**config.mk**
```make
export PLATFORM = sky130hd
export DESIGN_NAME = uart_rxdma_ctrl
export DESIGN_NICKNAME = d
export VERILOG_FILES = /design/src/rtl/rxdma_pkg.sv /design/src/rtl/rxdma_packer.sv /design/src/rtl/rxdma_xfer.sv /design/src/rtl/rxdma_irq.sv /design/src/rtl/uart_rxdma_ctrl.sv
export SDC_FILE = /design/constraint.sdc
export NUM_CORES = 1
export LEC_CHECK = 0
export BUFFER_PORTS_ARGS = -buffer_cell sky130_fd_sc_hd__buf_4
export CORE_ASPECT_RATIO = 2
export CORE_UTILIZATION = 30
export CTS_CLUSTER_DIAMETER = 60
export DETAILED_ROUTE_END_ITERATION = 8
export SYNTH_ARGS = -nofsm -noshare
export SYNTH_HDL_FRONTEND = slang
export SYNTH_SLANG_ARGS = --single-unit
export TNS_END_PERCENT = 10
```
**constraint.sdc**
```tcl
create_clock -name clk -period 6.7 [get_ports clk]
set_input_delay 1.005 -clock clk [delete_from_list [all_inputs] [get_ports clk]]
set_output_delay 1.005 -clock clk [all_outputs]
set_load 0.05 [all_outputs]
```
**src/rtl/rxdma_pkg.sv**
```systemverilog
package rxdma_pkg;
  localparam int NB_W = 3;

  typedef struct packed {
    logic       err_ie;
    logic [1:0] size;
    logic       dir;
    logic       en;
  } rx_cfg_t;

  localparam logic [1:0] SZ_HALF = 2'b00;
  localparam logic [1:0] SZ_WORD = 2'b01;
  localparam logic [1:0] SZ_RSVD = 2'b10;
  localparam logic [1:0] SZ_BYTE = 2'b11;

  // bytes per memory write; zero marks an illegal code
  function automatic logic [NB_W-1:0] size_bytes(input logic [1:0] code);
    case (code)
      SZ_HALF: size_bytes = NB_W'(2);
      SZ_WORD: size_bytes = NB_W'(4);
      SZ_BYTE: size_bytes = NB_W'(1);
      default: size_bytes = '0;
    endcase
  endfunction
endpackage

```
**src/rtl/rxdma_packer.sv**
```systemverilog
module rxdma_packer
  import rxdma_pkg::*;
#(
  parameter int DW = 32
) (
  input  logic            clk,
  input  logic            rst_n,
  input  logic            clear,
  input  logic            byte_vld,
  input  logic [7:0]      byte_in,
  input  logic [NB_W-1:0] nbytes,
  output logic            word_vld,
  output logic [DW-1:0]   word
);
  localparam int LANES = DW / 8;
  localparam int IW    = (LANES > 1) ? $clog2(LANES) : 1;

  logic [IW-1:0] idx_q, idx_d;
  logic [DW-1:0] acc_q, acc_d;

  always_comb begin
    word = acc_q;
    for (int i = 0; i < LANES; i++) begin
      if (idx_q == IW'(i)) word[i*8 +: 8] = byte_in;
    end
    word_vld = byte_vld && ((NB_W'(idx_q) + NB_W'(1)) == nbytes);
  end

  always_comb begin
    idx_d = idx_q;
    acc_d = acc_q;
    if (clear) begin
      idx_d = '0;
      acc_d = '0;
    end else if (byte_vld) begin
      if (word_vld) begin
        idx_d = '0;
        acc_d = '0;
      end else begin
        idx_d = idx_q + IW'(1);
        acc_d = word;
      end
    end
  end

  always_ff @(posedge clk or negedge rst_n) begin
    if (!rst_n) begin
      idx_q <= '0;
      acc_q <= '0;
    end else if (clear || byte_vld) begin
      idx_q <= idx_d;
      acc_q <= acc_d;
    end
  end

  // the lane being filled never passes the configured size
  a_r1_lane_in_range: assert property (@(posedge clk) disable iff (!rst_n)
    byte_vld |-> (NB_W'(idx_q) < nbytes));
endmodule

```
**src/rtl/rxdma_xfer.sv**
```systemverilog
module rxdma_xfer
  import rxdma_pkg::*;
#(
  parameter int AW = 32,
  parameter int CW = 16,
  parameter int DW = 32
) (
  input  logic            clk,
  input  logic            rst_n,
  input  logic            cfg_load,
  input  logic            start_req,
  input  logic [1:0]      new_size,
  input  logic [1:0]      cur_size,
  input  logic [AW-1:0]   base,
  input  logic [CW-1:0]   count,
  input  logic            word_vld,
  input  logic [DW-1:0]   word,
  output logic [NB_W-1:0] nbytes,
  output logic            active,
  output logic            done_evt,
  output logic            mem_we,
  output logic [AW-1:0]   mem_addr,
  output logic [DW-1:0]   mem_wdata
);
  logic          act_q, act_d;
  logic [AW-1:0] addr_q, addr_d;
  logic [CW-1:0] rem_q, rem_d;
  logic          we_q, we_d;
  logic [AW-1:0] waddr_q;
  logic [DW-1:0] wdata_q;
  logic          start_ok;

  assign nbytes   = size_bytes(cur_size);
  assign start_ok = start_req && (size_bytes(new_size) != '0) && (count != '0);

  always_comb begin
    act_d    = act_q;
    addr_d   = addr_q;
    rem_d    = rem_q;
    we_d     = 1'b0;
    done_evt = 1'b0;
    if (cfg_load) begin
      act_d  = start_ok;
      addr_d = base;
      rem_d  = count;
    end else if (act_q && word_vld) begin
      we_d   = 1'b1;
      addr_d = addr_q + AW'(nbytes);
      rem_d  = rem_q - CW'(1);
      if (rem_q == CW'(1)) begin
        act_d    = 1'b0;
        done_evt = 1'b1;
      end
    end
  end

  always_ff @(posedge clk or negedge rst_n) begin
    if (!rst_n) begin
      act_q  <= 1'b0;
      addr_q <= '0;
      rem_q  <= '0;
      we_q   <= 1'b0;
    end else begin
      act_q  <= act_d;
      addr_q <= addr_d;
      rem_q  <= rem_d;
      we_q   <= we_d;
    end
  end

  always_ff @(posedge clk or negedge rst_n) begin
    if (!rst_n) begin
      waddr_q <= '0;
      wdata_q <= '0;
    end else if (we_d) begin
      waddr_q <= addr_q;
      wdata_q <= word;
    end
  end

  assign active    = act_q;
  assign mem_we    = we_q;
  assign mem_addr  = waddr_q;
  assign mem_wdata = wdata_q;

  // an active transfer always has a legal size
  a_r4_active_legal_size: assert property (@(posedge clk) disable iff (!rst_n)
    act_q |-> (nbytes != '0));
  // a write is only issued while a transfer was running
  a_r5_write_while_active: assert property (@(posedge clk) disable iff (!rst_n)
    we_q |-> $past(act_q));
endmodule

```
**src/rtl/rxdma_irq.sv**
```systemverilog
module rxdma_irq (
  input  logic       clk,
  input  logic       rst_n,
  input  logic       err_ie,
  input  logic       rx_valid,
  input  logic [2:0] rx_err,
  input  logic       lsr_rd,
  input  logic       stat_wr,
  input  logic [1:0] stat_wdata,
  input  logic       done_evt,
  output logic [2:0] lsr_data,
  output logic [1:0] irq_stat,
  output logic       rx_irq
);
  logic [2:0] uerr_q, uerr_d;
  logic       ureq_q, ureq_d;
  logic       done_q, done_d;
  logic       derr_q, derr_d;
  logic       err_set;

  always_comb begin
    err_set = rx_valid && (rx_err != 3'b000);
    uerr_d  = (lsr_rd ? 3'b000 : uerr_q) | (rx_valid ? rx_err : 3'b000);
    ureq_d  = (ureq_q && !lsr_rd) || (err_set && err_ie);
    done_d  = (done_q && !(stat_wr && stat_wdata[0])) || done_evt;
    derr_d  = (derr_q && !(stat_wr && stat_wdata[1])) || (err_set && err_ie);
  end

  always_ff @(posedge clk or negedge rst_n) begin
    if (!rst_n) begin
      uerr_q <= '0;
      ureq_q <= 1'b0;
      done_q <= 1'b0;
      derr_q <= 1'b0;
    end else begin
      uerr_q <= uerr_d;
      ureq_q <= ureq_d;
      done_q <= done_d;
      derr_q <= derr_d;
    end
  end

  assign lsr_data = uerr_q;
  assign irq_stat = {derr_q, done_q};
  assign rx_irq   = done_q | derr_q | ureq_q;

  // the engine-side error bit only rises with error interrupts enabled
  a_r11_err_needs_enable: assert property (@(posedge clk) disable iff (!rst_n)
    $rose(derr_q) |-> $past(err_ie));
  // a write of 1 to bit 1 without a new error clears it
  a_r10_w1c_err: assert property (@(posedge clk) disable iff (!rst_n)
    (stat_wr && stat_wdata[1] && !err_set) |=> !derr_q);
  // a line-status read without a new error drops the UART-side flags
  a_r9_lsr_clears: assert property (@(posedge clk) disable iff (!rst_n)
    (lsr_rd && !rx_valid) |=> (lsr_data == 3'b000));
endmodule

```
**src/rtl/uart_rxdma_ctrl.sv**
```systemverilog
module uart_rxdma_ctrl
  import rxdma_pkg::*;
#(
  parameter int AW = 32,
  parameter int CW = 16,
  parameter int DW = 32
) (
  input  logic          clk,
  input  logic          rst_n,
  input  logic          cfg_wr,
  input  logic [4:0]    cfg_ctl,
  input  logic [AW-1:0] cfg_base,
  input  logic [CW-1:0] cfg_count,
  input  logic          rx_valid,
  input  logic [7:0]    rx_data,
  input  logic [2:0]    rx_err,
  input  logic          lsr_rd,
  output logic [2:0]    lsr_data,
  input  logic          stat_wr,
  input  logic [1:0]    stat_wdata,
  output logic [1:0]    irq_stat,
  output logic          rx_irq,
  output logic          dma_active,
  output logic          mem_we,
  output logic [AW-1:0] mem_addr,
  output logic [DW-1:0] mem_wdata
);
  logic [1:0]      rst_pipe;
  logic            rst_s_n;
  rx_cfg_t         cfg_new;
  logic            ie_q, ie_d;
  logic [1:0]      sz_q, sz_d;
  logic            byte_vld;
  logic            word_vld;
  logic [DW-1:0]   word;
  logic [NB_W-1:0] nbytes;
  logic            done_evt;

  // reset asserts at once, releases two clocks later
  always_ff @(posedge clk or negedge rst_n) begin
    if (!rst_n) rst_pipe <= 2'b00;
    else        rst_pipe <= {rst_pipe[0], 1'b1};
  end
  assign rst_s_n = rst_pipe[1];

  assign cfg_new = rx_cfg_t'(cfg_ctl);

  always_comb begin
    ie_d = cfg_wr ? cfg_new.err_ie : ie_q;
    sz_d = cfg_wr ? cfg_new.size   : sz_q;
  end

  always_ff @(posedge clk or negedge rst_s_n) begin
    if (!rst_s_n) begin
      ie_q <= 1'b0;
      sz_q <= SZ_RSVD;
    end else if (cfg_wr) begin
      ie_q <= ie_d;
      sz_q <= sz_d;
    end
  end

  assign byte_vld = rx_valid && dma_active && !cfg_wr;

  rxdma_packer #(.DW(DW)) u_pack (
    .clk      (clk),
    .rst_n    (rst_s_n),
    .clear    (cfg_wr),
    .byte_vld (byte_vld),
    .byte_in  (rx_data),
    .nbytes   (nbytes),
    .word_vld (word_vld),
    .word     (word)
  );

  rxdma_xfer #(.AW(AW), .CW(CW), .DW(DW)) u_xfer (
    .clk       (clk),
    .rst_n     (rst_s_n),
    .cfg_load  (cfg_wr),
    .start_req (cfg_new.en && cfg_new.dir),
    .new_size  (cfg_new.size),
    .cur_size  (sz_q),
    .base      (cfg_base),
    .count     (cfg_count),
    .word_vld  (word_vld),
    .word      (word),
    .nbytes    (nbytes),
    .active    (dma_active),
    .done_evt  (done_evt),
    .mem_we    (mem_we),
    .mem_addr  (mem_addr),
    .mem_wdata (mem_wdata)
  );

  rxdma_irq u_irq (
    .clk        (clk),
    .rst_n      (rst_s_n),
    .err_ie     (ie_q),
    .rx_valid   (rx_valid),
    .rx_err     (rx_err),
    .lsr_rd     (lsr_rd),
    .stat_wr    (stat_wr),
    .stat_wdata (stat_wdata),
    .done_evt   (done_evt),
    .lsr_data   (lsr_data),
    .irq_stat   (irq_stat),
    .rx_irq     (rx_irq)
  );

  // every write follows a received character by one clock
  a_r2_write_after_byte: assert property (@(posedge clk) disable iff (!rst_s_n)
    mem_we |-> $past(rx_valid));
  // completion appears together with the final write
  a_r5_done_with_write: assert property (@(posedge clk) disable iff (!rst_s_n)
    $rose(irq_stat[0]) |-> mem_we);
  // the interrupt only falls after a software clear
  a_r10_irq_fall_cause: assert property (@(posedge clk) disable iff (!rst_s_n)
    $fell(rx_irq) |-> $past(lsr_rd || stat_wr));
endmodule

```
### Word level (Yosys, flattened, before mapping)

Index checks and enable logic that the tools add are counted.

| word-level totals | value |
|---|---|
| flip-flop bits (word level) | 159 |
| input bits | 72 |
| output and inout port bits | 72 |

| cells by class | value |
|---|---|
| $add $sub $neg | 4 |
| eq/ne operators | 9 |
| muxes and demuxes | 26 |
| bitwise logic cells | 3 |
| reductions and logical operators | 33 |

Operators by type and width:

| cell | number |
|---|---|
| 32-bit 2-to-1 mux | 5 |
| 32-bit by 3-bit adder with 32-bit output | 1 |
| 16-bit 2-to-1 mux | 2 |
| 8-bit 2-to-1 mux | 4 |
| 3-bit one-hot mux with 3 select lines | 2 |
| 16-bit by 1-bit equality test with 1-bit output (second input constant) | 1 |
| 16-bit nonzero test | 1 |
| 16-bit by 1-bit subtractor with 16-bit output (second input constant) | 1 |
| 1-bit logical AND | 14 |
| 2-bit equality test (second input constant) | 4 |
| 1-bit 2-to-1 mux | 8 |
| 2-bit by 1-bit equality test with 1-bit output (second input constant) | 3 |
| 2-bit zero test | 3 |
| 2-bit 2-to-1 mux | 3 |
| 3-bit 2-to-1 mux | 2 |
| 2-bit nonzero test | 3 |
| 3-bit nonzero test | 2 |
| 1-bit zero test | 4 |
| 1-bit logical OR | 4 |
| 2-bit AND reduction | 2 |
| 2-bit by 1-bit adder with 3-bit output (second input constant) | 1 |
| 3-bit equality test | 1 |
| 3-bit bitwise OR | 1 |
| 2-bit by 1-bit adder with 2-bit output (second input constant) | 1 |
| 1-bit bitwise OR | 2 |

### Depth between registers and ports, before layout

Gate-level depths: netlist of run 1.

| logic depth | value |
|---|---|
| word-level depth | 8 |
| gate-level depth with buffers | 10 |

### Cells and area by module

Synthesis of run 1 repeated with hierarchy kept, for this count alone.

| unflattened totals | value |
|---|---|
| cells, all modules | 732 |
| area total of the unflattened synthesis | 7599.8 um^2 |

Modules (own cells, without submodules):

| module | times used | cells an instance | area an instance (um^2) | sequential area each (um^2) |
|---|---|---|---|---|
| rxdma_xfer | 1 | 572 | 5393.9 | 2852.7 |
| rxdma_packer | 1 | 130 | 1781.7 | 850.8 |
| rxdma_irq | 1 | 19 | 244.0 | 150.1 |
| uart_rxdma_ctrl | 1 | 11 | 180.2 | 126.4 |

### Worst setup path after synthesis of run 1

No wires, ideal clock.

| path | value |
|---|---|
| path type | register -> register |
| from | reg sz_q[1] |
| to | reg u_xfer.addr_q[24] |
| setup time | 0.124 ns |
| arrival | 2.602 ns |
| required time | 6.576 ns |
| setup slack | 3.974 ns |
| cell stages (with the launch flop) | 11 |
| clock period less this slack | 2.726 ns |
| path through | dfstp_2 and2_1 ha_1 inv_1 fa_1 nor2b_1 o21ai_0 or3_1 buf_2 o31a_1 o31a_1 |

| on the way | value |
|---|---|
| word-level cells in the longest chain between the ends | 6 |

Ends and longest elaborated chain:

| element | RTL line | RTL |
|---|---|---|
| start: declaration | uart_rxdma_ctrl.sv:32 | `logic [1:0] sz_q, sz_d;` |
| start signal: assignment | uart_rxdma_ctrl.sv:59 | `sz_q <= sz_d;` |
| 2-bit equality test, or another cell as far along | rxdma_pkg.sv:18 | `case (code)` |
| 3-bit one-hot mux with 3 select lines * | rxdma_pkg.sv:18 |  |
| branches (longest 4 deep; another with 32-bit by 3-bit adder with 32-bit output) | - |  |
| end signal: assignment | rxdma_xfer.sv:65 | `addr_q <= addr_d;` |
| end: declaration | rxdma_xfer.sv:26 | `logic [AW-1:0] addr_q, addr_d;` |

Every way passes the cells marked *. The select of a mux whose other input is x is not followed.
A chain may end at the register's enable or synchronous reset.

### Worst setup path after layout of run 1

| path | value |
|---|---|
| from | reg u_pack.idx_q[0] |
| to | reg u_xfer.waddr_q[31] (netlist: u_xfer.mem_addr[31]) |

| on the way | value |
|---|---|
| word-level cells in the longest chain between the ends | 6 |

Ends and longest elaborated chain:

| element | RTL line | RTL |
|---|---|---|
| start: declaration | rxdma_packer.sv:18 | `logic [IW-1:0] idx_q, idx_d;` |
| start signal: assignment | rxdma_packer.sv:51 | `idx_q <= idx_d;` |
| 2-bit by 1-bit adder with 3-bit output | rxdma_packer.sv:26 | `word_vld = byte_vld && ((NB_W'(idx_q) + NB_W'(1)) == nbytes);` |
| 3-bit equality test | rxdma_packer.sv:26 |  |
| 1-bit logical AND | rxdma_packer.sv:26 |  |
| 1-bit logical AND | rxdma_xfer.sv:46 | `end else if (act_q && word_vld) begin` |
| 1-bit 2-to-1 mux | rxdma_xfer.sv:46 |  |
| 1-bit 2-to-1 mux | rxdma_xfer.sv:42 | `if (cfg_load) begin` |
| end signal: assignment | rxdma_xfer.sv:76 | `waddr_q <= addr_q;` |
| end: declaration | rxdma_xfer.sv:29 | `logic [AW-1:0] waddr_q;` |

Every way passes these cells.

==> impl_metrics.yaml, run 1 <==
sta:
  tns_ns: 0
  setup_violations: 0
  clock_skew_ns: 0.00986
  fin_crit_sh: 0.551
  worstMarginPinSlew_ns: 1.20
  hold_viol_final: 0
  slew_headroom: 0.195
  drv_slew: 0
  rsz0062_at_grt: "false"
  period_needed_ns: 3.69
  fmax_mhz: 271
floorplanning:
  die_x_um: 117
  dieArea_um2: 27300
  fp-row-count: 84
  coreArea_um2: 26200
  start_util: 0.305
  io_pins: 144
  die_y_um: 233
clocking:
  cts-root-buf: "clkbuf_16"
  cts.sinks: 159
  cts_resized: 0
  clk_latency_ns: 0.44
  cts_tree: "built"
  postCtsHoldBufs: 0
  cts_max_path_buffers: 2
  clkTransAtPathRegs_ns: 0.07
  cts_buffers: 17
  cts_setup_buffers: 0
  cts_max_level: 4
detailed_routing:
  post_drt_wl_per_cell_um: 17.8
  routed_wl_um: 22800
  dr.pass1.iters: 4
  drc_errors: 0
  viasPerCell: 5.13
  num_vias: 6566
  drt_iter0_markers: 373
  postRouteAntennaNets: 0
logic_synthesis:
  synth_top_family_by_area: "simple AND/OR/NAND/NOR gates"
  syn_inst: 815
  synth.area.mux_share: 0.0630
  synth_edf_count: 0
  synthAdderAreaFrac: 0.0166
  ys_types: 61
  yosys.area_share.simple: 0.183
  synth_compound_area_frac: 0.166
  yosys_warnings: 0
  synth_top_area_frac: 0.496
  ys.flop_type: "dfrtp_1"
  syn_area_per_cell_um2: 9.79
  synth-seq-cells: 159
  async_flop_share: 1.00
  synth_top_area_cell: "dfrtp_1"
  synth_area_leaders: "dfrtp_1 50%, a21oi_1 6.1%, mux2_2 5.9%"
  syn-num-nets: 897
  syn_area_um2: 7980
  synth-xor-area-share: 0.0307
  ys_seq_area_frac: 0.499
finish:
  area_growth_pct: 24.1
  final_layout_size_suffix_gt1_frac: 0.252
  fin_nets: 1005
  postLayoutCellArea_um2: 9900
  diodes: 0
critical_path:
  endpoint_kind: "flip-flop"
  required_ns: 7.02
  crit_type: "reg -> reg"
  critPathLaunchType: "flip-flop"
  crit_start: "u_pack.idx_q[0]$_DFFE_PN0P_"
  r2r_start: "u_pack.idx_q[0]$_DFFE_PN0P_"
  arrival_ns: 4.01
  reg2reg_slack_ns: 3.01
  crit_path_max_fanout: 87
placed_design:
  gp_congestion: 0.845
  post-dp-hpwl_um: 16300
  portBuffers: 143
  place_area_um2: 9280
grt:
  grt.met1_usage: 0.188
  gr-usage-met2: 0.318
  antenna_found_initial: 0
  grt_start_max_net_pins: 88
  globalRouteTotalUtil: 0.173
  grt_remaining_overflow: 0
  gr-max-usage-layer: "met2"
  grt_first_pass_wirelength_um: 36100
  gr-usage-met3: 0.0284
  grt_pass1_vias: 6538
min_path:
  min_path_type: "in -> async"
power_and_ir_drop:
  power_density_nw_per_um2: 341
  p_leak_nw: 4.34
  ir_drop_mv: 0.159
status:
  status: "finished, final reports clean"
flow_run:
  drv_cap: 0
## per-layer routing
layer,vias up,routed length (um)
met3,47,639
met4,0,918
met1,3219,8830
li1,3140,-
met2,160,12400
met5,-,0
## cell families after synthesis
group	after synthesis
and+or+nand+nor	279
AOI/OAI and AO/OA	215
DFF	159
buffers and inverters	78
muxes	45
xor gates and xnor gates	28
adders and majority gates	10
other	1
## synth_stat cells (4+ instances only)
library cell	count
nor2b_1	37
buf_1	11
nor3_1	4
o21ai_0	39
mux2_2	42
o31ai_1	5
a21oi_1	98
and2_1	4
nand4_1	17
nand2_1	53
clkbuf_1	30
buf_2	15
xnor2_1	19
dfrtp_1	158
a31oi_1	14
or3_1	10
inv_1	18
a2111oi_0	8
nor2_1	84
ha_1	9
a2bb2oi_1	29
or4_1	7
o2111ai_1	4
and3_1	12
nand3_1	13
nor4_1	13
xor2_1	9
## worst max-delay path, stage by stage (launching register included)
cell and delay, ns:
dfrtp_1 0.46, ha_1 0.49, nor4b_1 0.43, o21ai_1 0.35, nor3_4 0.57, buf_4 0.78, mux2_2 0.41
## final timing paths
check,endpoint,depth (start not counted)
worst max-delay path,u_xfer.mem_addr[31]$_DFFE_PN0P_,6
worst min-delay path,rst_pipe[1]$_DFF_PN0_,1
worst max register to register,u_xfer.mem_addr[31]$_DFFE_PN0P_,6
worst min register to register,rst_pipe[1]$_DFF_PN0_,0
max in group asynchronous,u_xfer.mem_addr[29]$_DFFE_PN0P_,1
min in group clk,rst_pipe[1]$_DFF_PN0_,0
## sequential cells by signal, indices dropped and copies added, names as in the netlist, 2 cells and up
register and count:
u_xfer.mem_addr 32, u_xfer.mem_wdata 32, u_pack.acc_q 32, u_irq.lsr_data 3
rst_pipe 2, u_xfer.rem_q 16, sz_q 2, u_xfer.addr_q 32
u_pack.idx_q 2
## cell usage in the layout (no fill, tap or decap), types with 4 or more instances in the layout
cell type	instances
inv_1	18
nand4_1	17
a31oi_1	14
xor2_1	9
o31ai_1	5
xnor2_1	19
nor2b_1	37
or4_1	7
buf_4	149
nor3_1	4
bufinv_16	4
clkbuf_16	17
mux2_2	42
nor2_1	84
and2_1	4
a2111oi_0	8
and3_1	12
nand2_1	53
dfrtp_1	157
nand3_1	13
ha_1	9
nor4_1	12
o21ai_0	39
a2bb2oi_1	29
or3_1	10
o2111ai_1	4
a21oi_1	98
## power breakdown
part,switching [W],internal (W),total [W]
registers,0.000134,0.00113,0.00126
clock network,0.000417,0.000626,0.00104
logic,0.000729,0.000346,0.00107
total,0.00128,0.00210,0.00338
## area by class of cell
| type | instances | area, um2 |
|---|---|---|
| clock buffers | 19 | 433 |
| well taps | 344 | 430 |
| fillers | 2665 | 16300 |
| inverters | 18 | 67.6 |
| clock inverters | 13 | 188 |
| flip-flops and latches | 159 | 3980 |
| multi-input cells | 578 | 3680 |
| repair buffers | 149 | 1120 |
## stage by stage
step / setup WS, ns / hold WS [ns] / cells / utilization / power (W)
4_1_cts: 3.00 / 0.309 / 1280 / 0.378 / 0.00342
6_report: 3.01 / 0.332 / 1280 / 0.378 / 0.00338
3_5_place_dp: 2.83 / 0.338 / 1248 / 0.355 / 0.00237
3_3_place_gp: 2.88 / 0.337 / 1248 / 0.355 / 0.00236
2_1_floorplan: 1.94 / 0.331 / 815 / - / 0.00199
5_1_grt: 2.70 / 0.307 / 1280 / 0.378 / 0.00354
(Power assumes the default switching activity.)
==> inputs of run 2 (changes only) <==
Clock period 6.7 ns to 3.8 ns, I/O delays scaled along.
==> impl_metrics.yaml, run 2 (synthesized netlist as in run 1, its figures left out) <==
detailed_routing:
  drt_iter0_markers: 434
  routed_wl_um: 22800
  viasPerCell: 5.11
  drc_errors: 0
  postRouteAntennaNets: 0
  num_vias: 6588
  post_drt_wl_per_cell_um: 17.7
  dr.pass1.iters: 4
clocking:
  clkTransAtPathRegs_ns: 0.07
  clk_latency_ns: 0.43
  cts_max_path_buffers: 2
  cts.sinks: 159
  cts_buffers: 17
  cts_tree: "built"
  cts_resized: 0
  cts_max_level: 4
  cts-root-buf: "clkbuf_16"
flow_run:
  drv_cap: 0
placed_design:
  dpl.cell_count: 1255
  portBuffers: 143
  post-dp-hpwl_um: 16300
  gp_congestion: 0.830
  place_area_um2: 9360
floorplanning:
  dieArea_um2: 27300
  die_y_um: 233
  start_util: 0.305
  die_x_um: 117
  io_pins: 144
  fp-row-count: 84
  coreArea_um2: 26200
finish:
  final_layout_size_suffix_gt1_frac: 0.258
  area_growth_pct: 25.2
  fin_nets: 1013
  diodes: 0
  multi_input_area_um2: 3680
  final_cell_mix: "157 x dfrtp_1, 154 x buf_4, 98 x a21oi_1, 84 x nor2_1, 53 x nand2_1"
  layout_commonest_cell: "dfrtp_1"
  final_cells: 1288
  ff_latch_area_um2: 3980
  fillers: 2643
  postLayoutCellArea_um2: 9980
grt:
  grt_remaining_overflow: 0
  antenna_found_initial: 0
  grt_pass1_vias: 6493
  globalRouteTotalUtil: 0.173
  grt_start_max_net_pins: 86
  grt_first_pass_wirelength_um: 36100
sta:
  worstMarginPinSlew_ns: 0.777
  slew_headroom: 0.468
  period_needed_ns: 3.23
  drv_slew: 0
  fmax_mhz: 309
  clock_skew_ns: 0.00690
  rsz0062_at_grt: "false"
  setup_violations: 0
  tns_ns: 0
  holdWs_ns: 0.343
  hold_viol_final: 0
  fin_crit_sh: 0.851
critical_path:
  arrival_ns: 3.55
  crit_type: "reg -> reg"
  required_ns: 4.12
  endpoint_kind: "flip-flop"
  critPathLaunchType: "flip-flop"
  crit_path_max_fanout: 85
min_path:
  min_path_type: "in -> reg"
status:
  status: "finished, final reports clean"
power_and_ir_drop:
  p_leak_nw: 4.40
  power_w: 0.00593
  power_density_nw_per_um2: 594
  ir_drop_mv: 0.274
-- run 2: cell types whose count changed in the layout (fill, tap and decap cells not counted) --
| cell | delta |
|---|---|
| inv_6 | -1 |
| clkinv_4 | +3 |
| clkbuf_8 | +2 |
| buf_12 | +2 |
| bufinv_16 | -1 |
| clkinv_2 | +1 |
| clkbuf_1 | -1 |
| clkinvlp_4 | -3 |
| dlygate4sd3_1 | +1 |
| buf_4 | +5 |
-- run 2: routing by layer --
metal / GRT usage / vias to the layer above / wire (um)
met5: 0 / - / 0
met4: 0.0897 / 0 / 864
met3: 0.0289 / 47 / 785
met2: 0.319 / 171 / 12500
met1: 0.187 / 3217 / 8680
li1: - / 3153 / -
-- run 2: layout make-up --
cell class	count	area share
well taps	344	0.0431
clock inverters	12	0.0158
clock buffers	20	0.0457
repair buffers	157	0.121
inverters	18	0.00677
multi-input cells	578	0.369
flip-flops and latches	159	0.399
-- run 2: final timing paths --
kind	from	depth (start not counted)	to	slack, ns
min	cfg_base[6]	3	u_xfer.addr_q[6]$_DFFE_PN0P_	0.34
max	u_pack.idx_q[0]$_DFFE_PN0P_	6	u_xfer.mem_addr[0]$_DFFE_PN0P_	0.57
min in group asynchronous	rst_pipe[1]$_DFF_PN0_	0	u_xfer.rem_q[6]$_DFFE_PN0P_	0.39
max reg2reg	u_pack.idx_q[0]$_DFFE_PN0P_	6	u_xfer.mem_addr[0]$_DFFE_PN0P_	0.57
max in group asynchronous	rst_pipe[1]$_DFF_PN0_	1	u_xfer.mem_addr[16]$_DFFE_PN0P_	2.44
min reg2reg	rst_pipe[0]$_DFF_PN0_	0	rst_pipe[1]$_DFF_PN0_	0.35
-- run 2: critical path: stages, from the launching register on --
cell and delay (ns):
dfrtp_1 0.48, ha_1 0.67, and4b_1 0.39, nor4_2 0.08
nor3_4 0.66, buf_12 0.38, mux2_2 0.38
-- run 2: power breakdown --
part	switching, W	internal [W]	total (W)
Clock	0.000723	0.00107	0.00180
Sequential	0.000232	0.00199	0.00222
Combinational	0.00130	0.000616	0.00192
Total	0.00226	0.00368	0.00593
-- run 2: metrics by stage --
| step | worst slack [ns] | util |
|---|---|---|
| after floorplan | 1.07 | - |
| after global placement | 0.707 | 0.358 |
| after detailed placement | 0.565 | 0.358 |
| after CTS | 0.558 | 0.382 |
| after global routing | 0.363 | 0.382 |
| final | 0.568 | 0.382 |
-- run 2: timing repair --
item,in CTS,in global routing
hold endpoints to repair,2,0
hold buffers,1,0
buffers inserted,0,0
